File: src/rtl/io_route_pkg.sv
package io_route_pkg;

  typedef enum logic [2:0] {
    DST_LOCAL  = 3'd0,
    DST_CFG    = 3'd1,
    DST_GFX    = 3'd2,
    DST_PCIE   = 3'd3,
    DST_LEGACY = 3'd4
  } dest_e;

  localparam logic [1:0] CPL_SC = 2'b00;
  localparam logic [1:0] CPL_UR = 2'b01;

  // strobe vector bit positions {cfg, gfx, pcie, legacy}
  localparam int STB_CFG    = 3;
  localparam int STB_GFX    = 2;
  localparam int STB_PCIE   = 1;
  localparam int STB_LEGACY = 0;
  localparam int NSTB       = 4;

endpackage

File: src/rtl/io_addr_decoder.sv
module io_addr_decoder
  import io_route_pkg::*;
#(
  parameter int              AW            = 16,
  parameter int              WIN_LSB       = 12,
  parameter int              NGFX          = 2,
  parameter logic [AW-1:0]   CFG_ADDR_PORT = 16'h0CF8,
  parameter logic [AW-1:0]   CFG_DATA_PORT = 16'h0CFC,
  parameter logic [NGFX*AW-1:0] GFX_LO     = {16'h03C0, 16'h03B0},
  parameter logic [NGFX*AW-1:0] GFX_HI     = {16'h03DF, 16'h03BB}
) (
  input  logic [AW-1:2]      dw_addr,
  input  logic [3:0]         be,
  input  logic               cfg_enable,
  input  logic               gfx_en,
  input  logic               pcie_io_en,
  input  logic [AW-WIN_LSB-1:0] pcie_base,
  input  logic [AW-WIN_LSB-1:0] pcie_limit,
  output dest_e              dest
);

  localparam int DWW = AW - 2;

  logic [NGFX-1:0] gfx_hit;
  logic            cfg_addr_hit;
  logic            cfg_data_hit;
  logic            win_hit;

  generate
    for (genvar g = 0; g < NGFX; g++) begin : g_gfx_rng
      assign gfx_hit[g] = (dw_addr >= GFX_LO[g*AW+2 +: DWW]) &&
                          (dw_addr <= GFX_HI[g*AW+2 +: DWW]);
    end
  endgenerate

  assign cfg_addr_hit = (dw_addr == CFG_ADDR_PORT[AW-1:2]) && (be == 4'hF);
  assign cfg_data_hit = (dw_addr == CFG_DATA_PORT[AW-1:2]) && cfg_enable;
  assign win_hit      = pcie_io_en &&
                        (dw_addr[AW-1:WIN_LSB] >= pcie_base) &&
                        (dw_addr[AW-1:WIN_LSB] <= pcie_limit);

  always_comb begin
    if (cfg_addr_hit)                dest = DST_LOCAL;
    else if (cfg_data_hit)           dest = DST_CFG;
    else if (gfx_en && |gfx_hit)     dest = DST_GFX;
    else if (win_hit)                dest = DST_PCIE;
    else                             dest = DST_LEGACY;
  end

endmodule

File: src/rtl/io_cfg_addr_reg.sv
module io_cfg_addr_reg #(
  parameter int DW = 32
) (
  input  logic          clk,
  input  logic          rst_n,
  input  logic          wr_en,
  input  logic [DW-1:0] wdata,
  output logic [DW-1:0] q
);

  logic [DW-1:0] q_d;

  always_comb begin
    q_d = q;
    if (wr_en) q_d = wdata;
  end

  always_ff @(posedge clk or negedge rst_n) begin
    if (!rst_n) q <= '0;
    else        q <= q_d;
  end

endmodule

File: src/rtl/io_req_tracker.sv
module io_req_tracker
  import io_route_pkg::*;
#(
  parameter int AW = 16,
  parameter int DW = 32
) (
  input  logic            clk,
  input  logic            rst_n,
  input  logic            req_valid,
  output logic            req_ready,
  input  logic [AW-1:0]   req_addr,
  input  logic [3:0]      req_be,
  input  logic            req_write,
  input  logic [DW-1:0]   req_wdata,
  input  dest_e           dest,
  input  logic [DW-1:0]   cfg_q,
  output logic            cfg_wr_en,
  output logic [NSTB-1:0] strobe,
  output logic [AW-1:0]   fwd_addr,
  output logic [3:0]      fwd_be,
  output logic            fwd_write,
  output logic [DW-1:0]   fwd_wdata,
  input  logic            tgt_cpl_valid,
  input  logic [1:0]      tgt_cpl_status,
  input  logic [DW-1:0]   tgt_cpl_data,
  output logic            cpl_valid,
  output logic [1:0]      cpl_status,
  output logic [DW-1:0]   cpl_rdata
);

  typedef enum logic {TRK_IDLE, TRK_WAIT} trk_e;

  trk_e            state_q, state_d;
  logic [NSTB-1:0] strobe_d;
  logic            cpl_valid_d;
  logic [1:0]      cpl_status_d;
  logic [DW-1:0]   cpl_rdata_d;
  logic            accept;
  logic            fwd_load;

  assign req_ready = (state_q == TRK_IDLE);
  assign accept    = req_valid && req_ready;
  assign fwd_load  = accept && (dest != DST_LOCAL);
  assign cfg_wr_en = accept && (dest == DST_LOCAL) && req_write;

  always_comb begin
    state_d      = state_q;
    strobe_d     = '0;
    cpl_valid_d  = 1'b0;
    cpl_status_d = cpl_status;
    cpl_rdata_d  = cpl_rdata;
    if (accept) begin
      if (dest == DST_LOCAL) begin
        cpl_valid_d  = 1'b1;
        cpl_status_d = CPL_SC;
        cpl_rdata_d  = req_write ? '0 : cfg_q;
      end else begin
        state_d = TRK_WAIT;
        unique case (dest)
          DST_CFG:  strobe_d[STB_CFG]    = 1'b1;
          DST_GFX:  strobe_d[STB_GFX]    = 1'b1;
          DST_PCIE: strobe_d[STB_PCIE]   = 1'b1;
          default:  strobe_d[STB_LEGACY] = 1'b1;
        endcase
      end
    end
    if (state_q == TRK_WAIT && tgt_cpl_valid) begin
      state_d      = TRK_IDLE;
      cpl_valid_d  = 1'b1;
      cpl_status_d = tgt_cpl_status;
      cpl_rdata_d  = tgt_cpl_data;
    end
  end

  always_ff @(posedge clk or negedge rst_n) begin
    if (!rst_n) begin
      state_q    <= TRK_IDLE;
      strobe     <= '0;
      cpl_valid  <= 1'b0;
      cpl_status <= CPL_SC;
      cpl_rdata  <= '0;
    end else begin
      state_q    <= state_d;
      strobe     <= strobe_d;
      cpl_valid  <= cpl_valid_d;
      cpl_status <= cpl_status_d;
      cpl_rdata  <= cpl_rdata_d;
    end
  end

  always_ff @(posedge clk or negedge rst_n) begin
    if (!rst_n) begin
      fwd_addr  <= '0;
      fwd_be    <= '0;
      fwd_write <= 1'b0;
      fwd_wdata <= '0;
    end else if (fwd_load) begin
      fwd_addr  <= req_addr;
      fwd_be    <= req_be;
      fwd_write <= req_write;
      fwd_wdata <= req_wdata;
    end
  end


  strobe_onehot_chk: assert property (@(posedge clk) disable iff (!rst_n)
    $onehot0(strobe));


  busy_after_strobe_chk: assert property (@(posedge clk) disable iff (!rst_n)
    (|strobe) |-> !req_ready);


  strobe_pulse_chk: assert property (@(posedge clk) disable iff (!rst_n)
    (|strobe) |=> !(|strobe));


  local_cpl_chk: assert property (@(posedge clk) disable iff (!rst_n)
    (accept && dest == DST_LOCAL) |=> (cpl_valid && cpl_status == CPL_SC && !(|strobe)));


  fwd_addr_chk: assert property (@(posedge clk) disable iff (!rst_n)
    fwd_load |=> (fwd_addr == $past(req_addr) && fwd_be == $past(req_be)));

endmodule

File: src/rtl/io_inbound_conv.sv
module io_inbound_conv
  import io_route_pkg::*;
#(
  parameter int          SRC_W       = 1,
  parameter logic [31:0] MEM_RD_ADDR = 32'h000C_0000
) (
  input  logic             clk,
  input  logic             rst_n,
  input  logic             in_valid,
  output logic             in_ready,
  input  logic             in_write,
  input  logic [SRC_W-1:0] in_src,
  output logic             mem_rd_req,
  output logic [31:0]      mem_rd_addr,
  input  logic             mem_rd_done,
  output logic             up_cpl_valid,
  output logic [1:0]       up_cpl_status,
  output logic [SRC_W-1:0] up_cpl_src
);

  typedef enum logic {INB_IDLE, INB_WAIT} inb_e;

  inb_e             state_q, state_d;
  logic             rd_req_d;
  logic             up_valid_d;
  logic [SRC_W-1:0] src_q;
  logic             accept;

  assign in_ready      = (state_q == INB_IDLE);
  assign accept        = in_valid && in_ready;
  assign mem_rd_addr   = MEM_RD_ADDR;
  assign up_cpl_status = CPL_UR;
  assign up_cpl_src    = src_q;

  always_comb begin
    state_d    = state_q;
    rd_req_d   = 1'b0;
    up_valid_d = 1'b0;
    if (accept) begin
      state_d  = INB_WAIT;
      rd_req_d = 1'b1;
    end
    if (state_q == INB_WAIT && mem_rd_done) begin
      state_d    = INB_IDLE;
      up_valid_d = 1'b1;
    end
  end

  always_ff @(posedge clk or negedge rst_n) begin
    if (!rst_n) begin
      state_q      <= INB_IDLE;
      mem_rd_req   <= 1'b0;
      up_cpl_valid <= 1'b0;
    end else begin
      state_q      <= state_d;
      mem_rd_req   <= rd_req_d;
      up_cpl_valid <= up_valid_d;
    end
  end

  always_ff @(posedge clk or negedge rst_n) begin
    if (!rst_n)      src_q <= '0;
    else if (accept) src_q <= in_src;
  end


  inb_write_as_read_chk: assert property (@(posedge clk) disable iff (!rst_n)
    (accept && in_write) |=> (mem_rd_req && mem_rd_addr == MEM_RD_ADDR));


  inb_read_chk: assert property (@(posedge clk) disable iff (!rst_n)
    (accept && !in_write) |=> mem_rd_req);


  inb_cpl_ur_chk: assert property (@(posedge clk) disable iff (!rst_n)
    up_cpl_valid |-> (up_cpl_status == CPL_UR && in_ready));

endmodule

File: src/rtl/io_cycle_router.sv
module io_cycle_router
  import io_route_pkg::*;
#(
  parameter int          AW          = 16,
  parameter int          DW          = 32,
  parameter int          WIN_LSB     = 12,
  parameter int          SRC_W       = 1,
  parameter logic [31:0] MEM_RD_ADDR = 32'h000C_0000
) (
  input  logic                  clk,
  input  logic                  rst_n,
  input  logic                  req_valid,
  output logic                  req_ready,
  input  logic [AW-1:0]         req_addr,
  input  logic [3:0]            req_be,
  input  logic                  req_write,
  input  logic [DW-1:0]         req_wdata,
  input  logic                  gfx_en,
  input  logic                  pcie_io_en,
  input  logic [AW-WIN_LSB-1:0] pcie_base,
  input  logic [AW-WIN_LSB-1:0] pcie_limit,
  output logic                  cfg_req,
  output logic                  gfx_req,
  output logic                  pcie_req,
  output logic                  legacy_req,
  output logic [AW-1:0]         fwd_addr,
  output logic [3:0]            fwd_be,
  output logic                  fwd_write,
  output logic [DW-1:0]         fwd_wdata,
  input  logic                  tgt_cpl_valid,
  input  logic [1:0]            tgt_cpl_status,
  input  logic [DW-1:0]         tgt_cpl_data,
  output logic                  cpl_valid,
  output logic [1:0]            cpl_status,
  output logic [DW-1:0]         cpl_rdata,
  input  logic                  in_valid,
  output logic                  in_ready,
  input  logic                  in_write,
  input  logic [SRC_W-1:0]      in_src,
  output logic                  mem_rd_req,
  output logic [31:0]           mem_rd_addr,
  input  logic                  mem_rd_done,
  output logic                  up_cpl_valid,
  output logic [1:0]            up_cpl_status,
  output logic [SRC_W-1:0]      up_cpl_src
);

  logic            rst_meta_q, rst_sync_n;
  dest_e           dest;
  logic [DW-1:0]   cfg_q;
  logic            cfg_wr_en;
  logic [NSTB-1:0] strobe;

  // asynchronous assertion, synchronous release
  always_ff @(posedge clk or negedge rst_n) begin
    if (!rst_n) begin
      rst_meta_q <= 1'b0;
      rst_sync_n <= 1'b0;
    end else begin
      rst_meta_q <= 1'b1;
      rst_sync_n <= rst_meta_q;
    end
  end

  io_addr_decoder #(
    .AW      (AW),
    .WIN_LSB (WIN_LSB)
  ) u_dec (
    .dw_addr    (req_addr[AW-1:2]),
    .be         (req_be),
    .cfg_enable (cfg_q[DW-1]),
    .gfx_en     (gfx_en),
    .pcie_io_en (pcie_io_en),
    .pcie_base  (pcie_base),
    .pcie_limit (pcie_limit),
    .dest       (dest)
  );

  io_cfg_addr_reg #(.DW(DW)) u_cfg (
    .clk   (clk),
    .rst_n (rst_sync_n),
    .wr_en (cfg_wr_en),
    .wdata (req_wdata),
    .q     (cfg_q)
  );

  io_req_tracker #(.AW(AW), .DW(DW)) u_trk (
    .clk            (clk),
    .rst_n          (rst_sync_n),
    .req_valid      (req_valid),
    .req_ready      (req_ready),
    .req_addr       (req_addr),
    .req_be         (req_be),
    .req_write      (req_write),
    .req_wdata      (req_wdata),
    .dest           (dest),
    .cfg_q          (cfg_q),
    .cfg_wr_en      (cfg_wr_en),
    .strobe         (strobe),
    .fwd_addr       (fwd_addr),
    .fwd_be         (fwd_be),
    .fwd_write      (fwd_write),
    .fwd_wdata      (fwd_wdata),
    .tgt_cpl_valid  (tgt_cpl_valid),
    .tgt_cpl_status (tgt_cpl_status),
    .tgt_cpl_data   (tgt_cpl_data),
    .cpl_valid      (cpl_valid),
    .cpl_status     (cpl_status),
    .cpl_rdata      (cpl_rdata)
  );

  assign cfg_req    = strobe[STB_CFG];
  assign gfx_req    = strobe[STB_GFX];
  assign pcie_req   = strobe[STB_PCIE];
  assign legacy_req = strobe[STB_LEGACY];

  io_inbound_conv #(
    .SRC_W       (SRC_W),
    .MEM_RD_ADDR (MEM_RD_ADDR)
  ) u_inb (
    .clk           (clk),
    .rst_n         (rst_sync_n),
    .in_valid      (in_valid),
    .in_ready      (in_ready),
    .in_write      (in_write),
    .in_src        (in_src),
    .mem_rd_req    (mem_rd_req),
    .mem_rd_addr   (mem_rd_addr),
    .mem_rd_done   (mem_rd_done),
    .up_cpl_valid  (up_cpl_valid),
    .up_cpl_status (up_cpl_status),
    .up_cpl_src    (up_cpl_src)
  );


  gfx_gate_chk: assert property (@(posedge clk) disable iff (!rst_sync_n)
    gfx_req |-> $past(gfx_en));


  pcie_gate_chk: assert property (@(posedge clk) disable iff (!rst_sync_n)
    pcie_req |-> ($past(pcie_io_en) && $past(pcie_base) <= $past(pcie_limit)));


  cfg_gate_chk: assert property (@(posedge clk) disable iff (!rst_sync_n)
    cfg_req |-> $past(cfg_q[DW-1]));


  reset_idle_chk: assert property (@(posedge clk)
    $rose(rst_sync_n) |-> (req_ready && in_ready && !cpl_valid && !mem_rd_req));

endmodule

File: config.mk
export PLATFORM = sky130hd
export DESIGN_NAME = io_cycle_router
export DESIGN_NICKNAME = d
export VERILOG_FILES = /design/src/rtl/io_route_pkg.sv /design/src/rtl/io_addr_decoder.sv /design/src/rtl/io_cfg_addr_reg.sv /design/src/rtl/io_req_tracker.sv /design/src/rtl/io_inbound_conv.sv /design/src/rtl/io_cycle_router.sv
export SDC_FILE = /design/constraint.sdc
export NUM_CORES = 1
export LEC_CHECK = 0
export ABC_CLOCK_PERIOD_IN_PS = 6600
export BUFFER_PORTS_ARGS = -buffer_cell sky130_fd_sc_hd__buf_2
export CELL_PAD_IN_SITES_DETAIL_PLACEMENT = 0
export CELL_PAD_IN_SITES_GLOBAL_PLACEMENT = 1
export CORE_ASPECT_RATIO = 1.75
export CORE_UTILIZATION = 40
export DETAILED_ROUTE_END_ITERATION = 16
export PLACE_DENSITY_LB_ADDON = 0.3
export SLEW_MARGIN = 20
export SYNTH_ARGS = -nofsm -noshare
export SYNTH_HDL_FRONTEND = slang
export SYNTH_SLANG_ARGS = --single-unit
File: constraint.sdc
create_clock -name clk -period 6.6 [get_ports clk]
set_input_delay 0.99 -clock clk [delete_from_list [all_inputs] [get_ports clk]]
set_output_delay 0.99 -clock clk [all_outputs]
set_load 0.1 [all_outputs]
After elaboration in Yosys (flattened, before gate mapping)
Index checks and enable logic that the tools add are counted.

$lt $le $gt $ge: 6. Eq/ne operators: 7. Mux-type cells: 27. Bitwise operators: 2. Reduce and logical (&&, ||, !) cells: 23.

Operator list (count): $mux W32 (4); $eq A14 B10 Y1 const B (2); $ge A14 B8 Y1 const B (2); $le A14 B8 Y1 const B (2); $logic_and A1 B1 Y1 (14); $mux W1 (14); $mux W3 (4); $mux W4 (2); $eq A3 B2 Y1 const B (2); $mux W2 (3); $reduce_bool A2 Y1 (3); $eq A4 B4 Y1 const B (1); $ge A4 B4 Y1 (1); $le A4 B4 Y1 (1); $reduce_and A2 Y1 (2); $eq A3 B1 Y1 const B (1); $logic_not A3 Y1 (1); $reduce_bool A3 Y1 (1); $reduce_or A3 Y1 (1); $ne A2 B2 Y1 const B (1); $not A1 Y1 (2); $reduce_or A2 Y1 (1).

Flip-flop bits (word level): 131. Input port bits: 105. Output and inout bits: 131. Logic and storage cells: 81.

Longest topological paths before layout
Depth after elaboration: 12. Mapped depth: 7. Gate-level depth less buffers: 7.

Hierarchy
From an unflattened synthesis, not the netlist that was laid out.

Cells, all modules: 480. Area total of the unflattened synthesis: 6319.8 um2.

By module, submodules not included: io_req_tracker (instances 1, cells an instance 315, area an instance 4184.0 um2, sequential area each 2327.2 um2); io_cfg_addr_reg (instances 1, cells an instance 68, area an instance 1345.0 um2, sequential area each 800.8 um2); io_inbound_conv (instances 1, cells an instance 45, area an instance 410.4 um2, sequential area each 100.1 um2); io_addr_decoder (instances 1, cells an instance 49, area an instance 326.6 um2, sequential area each 0.0 um2); io_cycle_router (instances 1, cells an instance 3, area an instance 53.8 um2, sequential area each 50.0 um2).

Least setup slack after synthesis
No wires, ideal clock.

Path kind: input-to-reg. Start point: input port req_addr[14]. End point: register u_cfg.q[10]. Setup time: 0.125 ns. Data arrival time: 2.331 ns. Data required time: 6.475 ns. Slack: 4.144 ns. Stages: 7. Buffers on the path: 2. Path through: nor4_2 and4_1 and3_1 buf_4 nand2_4 buf_6 mux2_4.

Longest elaborated chain between the ends: 10. Elaborated cells between the ends (all ways): 23. Classes of those cells: 6 x order compare; 2 x eq/ne; 4 x mux; 11 x reduce/logical.

Ends and longest elaborated chain: start: declaration (RTL line io_cycle_router.sv:14) `input logic [AW-1:0] req_addr,`; $ge A14 B8 Y1, or another cell as far along (RTL line io_addr_decoder.sv:31) `assign gfx_hit[g] = (dw_addr >= GFX_LO[g*AW+2 +: DWW]) &&`; $logic_and A1 B1 Y1, on equally long branches (RTL line io_addr_decoder.sv:31, io_addr_decoder.sv:38); $reduce_or A2 Y1 / $logic_and A1 B1 Y1 (equally long branches) (RTL line io_addr_decoder.sv:45, io_addr_decoder.sv:39); $logic_and A1 B1 Y1 / $mux W3 (equally long branches) (RTL line io_addr_decoder.sv:45, io_addr_decoder.sv:46); $mux W3 (RTL line io_addr_decoder.sv:45) `else if (gfx_en && |gfx_hit) dest = DST_GFX;`; $mux W3 (RTL line io_addr_decoder.sv:44) `else if (cfg_data_hit) dest = DST_CFG;`; $mux W3 (*) (RTL line io_addr_decoder.sv:43) `if (cfg_addr_hit) dest = DST_LOCAL;`; $logic_not A3 Y1 (*) (RTL line io_req_tracker.sv:44) `assign cfg_wr_en = accept && (dest == DST_LOCAL) && req_write;`; $logic_and A1 B1 Y1 (*) (2 in a row) (RTL line io_req_tracker.sv:44); end signal: assignment (RTL line io_cfg_addr_reg.sv:20) `else q <= q_d;`; end: declaration (RTL line io_cfg_addr_reg.sv:8) `output logic [DW-1:0] q`.

Every way passes the cells marked *; elsewhere a longest branch is shown, timed or not. A chain may end at the register's enable or synchronous reset.

Final worst setup path
Start point: input port req_addr[14]. End point: register u_cfg.q[18].

The elaborated chain is that of the path after synthesis.

==> flow_metrics.env <==
export IMPL_synth_enable_flop_cells=0
export IMPL_setup_violations=0
export IMPL_htree_levels=4
export IMPL_grt_pass1_vias=4275
export IMPL_setup_tns_ns=0
export IMPL_power_frac_comb_pct=42.3
export IMPL_power_density_nw_per_um2=451.6
export IMPL_fin_area_sq_um=7471
export IMPL_avgSynthCellArea_sq_um=12.30
export IMPL_fmax_mhz=309.0
export IMPL_core_sq_um=14370
export IMPL_clkSlewWorstSetupHoldPaths_ns=0.06
export IMPL_grtUsageTotal_pct=18.97
export IMPL_crit_family="simple AND/OR/NAND/NOR gates"
export IMPL_drtPass1Iterations=4
export IMPL_tightestPinTransition_ns=0.8478
export IMPL_cp_max_fo=35
export IMPL_r2r_cells=4
export IMPL_post_route_util_pct=51.99
export IMPL_top_layer_used="met4"
export IMPL_totalWireLength_um=14020
export IMPL_die_h_um=162.2
export IMPL_p_clk_share_pct=28.0
export IMPL_die_area_sq_um=15180
export IMPL_p_int_mw=1.716
export IMPL_yosys_area_top_type_share_pct=55.85
export IMPL_worst_path_buf_inv=1
export IMPL_ant_nets=0
export IMPL_cts_resized=0
export IMPL_async_reset_ff_share_pct=100.0
export IMPL_synth_warnings=0
export IMPL_drive_above_1_share_pct=47.67
export IMPL_fin_crit_ns=3.236
export IMPL_synth_cells=477
export IMPL_clk_latency_ns=0.41
export IMPL_antenna_cells=0
export IMPL_post_cts_setup_buffers=0
export IMPL_ios=236
export IMPL_hold_violations=0
export IMPL_wire_per_inst_um=16.19
export IMPL_crit_path_start_kind="input pin"
export IMPL_r2r_end="u_cfg.q[18]$_DFFE_PN0P_"
export IMPL_portBuffers=200
export IMPL_numCtsBuffers=17
export IMPL_synth_distinct_cells=30
export IMPL_cts_hold_buf=0
export IMPL_crit_type="input pin to register"
export IMPL_holdWs_ns=0.3488
export IMPL_grt_max_degree=68
export IMPL_hold_class="input pin to async pin"
export IMPL_synth_common_cells="dfrtp_1, mux2_2, nand2_1, nor2_1, buf_4"
export IMPL_cp_slowest_cell="and3_2"
export IMPL_arrival_ns=3.52
export IMPL_num_vias=4253
export IMPL_worstPathRequired_ns=6.88
export IMPL_via_per_inst=4.911
export IMPL_gp_congestion=0.7483
export IMPL_die_w_um=93.57
export IMPL_cts_buffer_depth=2
export IMPL_ys_seq_area_share_pct=55.85
export IMPL_placed_cells=834
export IMPL_synth_ff_type="dfrtp_1"
export IMPL_grt_overflow_total=0
export IMPL_period_share_pct=49.03
export IMPL_met3_length_um=817
export IMPL_fp_row_count=58
export IMPL_place_detailed_hpwl_um=10050
export IMPL_grt_pass1_wl_um=21710
export IMPL_m1WireLength_um=5106
export IMPL_leakagePower_nw=3.810
export IMPL_synthesis_area_sq_um=5869
export IMPL_seqPwrFrac_pct=29.7
export IMPL_p_sw_mw=1.658
export IMPL_yosys_area_top_type="dfrtp_1"
export IMPL_cts_root_buf="clkbuf_16"
export IMPL_cts_sinks=131
export IMPL_area_delta_synth_final_pct=27.29
export IMPL_regToRegStartpoint="u_trk.state_q$_DFFE_PN0P_"
export IMPL_synth_area_leaders="dfrtp_1, mux2_2, mux2_4"
export IMPL_stdcell_count=866
export IMPL_drc=0
export IMPL_cpPeakStageDelay_ns=0.71
export IMPL_antenna_found_initial=0
export IMPL_dpl_cell_area_sq_um=6878
export IMPL_synth_seq_cells=131
export IMPL_start_util_pct=40.85
export IMPL_ir_drop_mv=0.2042
export IMPL_fin_skew_ns=0.008896
export IMPL_maxSlewHeadroom_pct=43.48
export IMPL_layout_nets=786
export IMPL_end_kind="register"
export IMPL_drv_slew=0
export IMPL_status="completed"
export IMPL_synth_most_common_cell="dfrtp_1"
export IMPL_drt_iter0_markers=148
export IMPL_dr_wl_met2_um=7727
export IMPL_reg2reg_slack_ns=4.06
export IMPL_cts_tree="built"
export IMPL_switching_share_pct=49.13
export IMPL_crit_chain="buf_2 -> nor4_2 -> and4_1 -> and3_2 -> nand2_4 -> mux2_4"
export IMPL_maxCapViolCount=0
export IMPL_rsz0062_at_grt="false"
layout by cell type, fill, tap and decap left out, types with 4 or more instances in the layout:
cell type and instances:
mux2_4 30, clkbuf_16 17, mux2_2 56, nor2b_1 4, buf_2 200, dfrtp_1 130
buf_4 4, nand3_1 7, clkinvlp_4 5, nand3b_1 33, conb_1 35, inv_6 4
o21ai_0 7, inv_1 12, nand2_1 37, a31oi_1 32, nor2_1 38, ha_1 8
sequential cells by signal, summed over array words and instances (netlist names):
signal	cells
rst_meta_q	1
u_cfg.q	32
u_trk.fwd_addr	16
rst_sync_n	1
u_trk.state_q	1
u_trk.cpl_status	2
u_trk.fwd_wdata	32
u_trk.cpl_rdata	32
u_inb.up_cpl_src	1
u_inb.state_q	1
u_trk.fwd_write	1
u_trk.cpl_valid	1
u_trk.strobe	4
u_inb.mem_rd_req	1
u_inb.up_cpl_valid	1
u_trk.fwd_be	4
layer usage:
metal | GRT usage, % | up-vias
li1 | - | 1972
met3 | 4.869 | 28
met4 | 8.811 | 0
met1 | 20.00 | 2089
met5 | 0 | -
met2 | 34.59 | 164
logic make-up after synthesis:
| kind of cell | share of synthesized area [%] |
|---|---|
| simple gates | 11.70 |
| fa+ha+maj | 1.705 |
| flops | 55.85 |
| buf+inv | 7.418 |
| other cells | 0.1280 |
| mux | 18.42 |
| compound gates | 4.775 |
final cells by class:
cell class | instances | area [sq um]
inverters | 12 | 45.04
repair buffers | 204 | 1031
clock buffers | 19 | 442.9
well taps | 180 | 225.2
flip-flops and latches | 131 | 3282
clock inverters | 13 | 150.1
fillers | 1314 | 6898
multi-input cells | 307 | 2295
worst max-delay path by stage:
stage | slack (ns) | end | depth (start not counted) | start
2_1_floorplan | 2.68 | u_cfg.q[0]$_DFFE_PN0P_ | 0 | rst_sync_n$_DFF_PN0_
3_5_place_dp | 2.89 | u_cfg.q[10]$_DFFE_PN0P_ | 6 | req_addr[14]
6_report | 3.36 | u_cfg.q[18]$_DFFE_PN0P_ | 6 | req_addr[14]
3_3_place_gp | 2.96 | u_cfg.q[23]$_DFFE_PN0P_ | 6 | req_addr[14]
5_1_grt | 3.21 | u_cfg.q[13]$_DFFE_PN0P_ | 6 | req_addr[14]
4_1_cts | 3.33 | u_cfg.q[13]$_DFFE_PN0P_ | 6 | req_addr[14]
power by group through the flow:
| stage | clock (mW) | sequential [mW] | combinational (mW) |
|---|---|---|---|
| after floorplan | 0 | 1.95 | 0.279 |
| after global placement | 0 | 1.01 | 1.43 |
| after detailed placement | 0 | 1.02 | 1.44 |
| after CTS | 0.967 | 1.00 | 1.44 |
| after global routing | 1.00 | 1.02 | 1.47 |
| final | 0.945 | 1.00 | 1.43 |
stage by stage:
step / total power [mW] / setup WS, ns
after global placement: 2.437 / 2.957
after floorplan: 2.230 / 2.680
after global routing: 3.494 / 3.212
final: 3.374 / 3.364
after CTS: 3.408 / 3.330
after detailed placement: 2.454 / 2.888
Note: power is estimated with default switching activity, not from simulation.
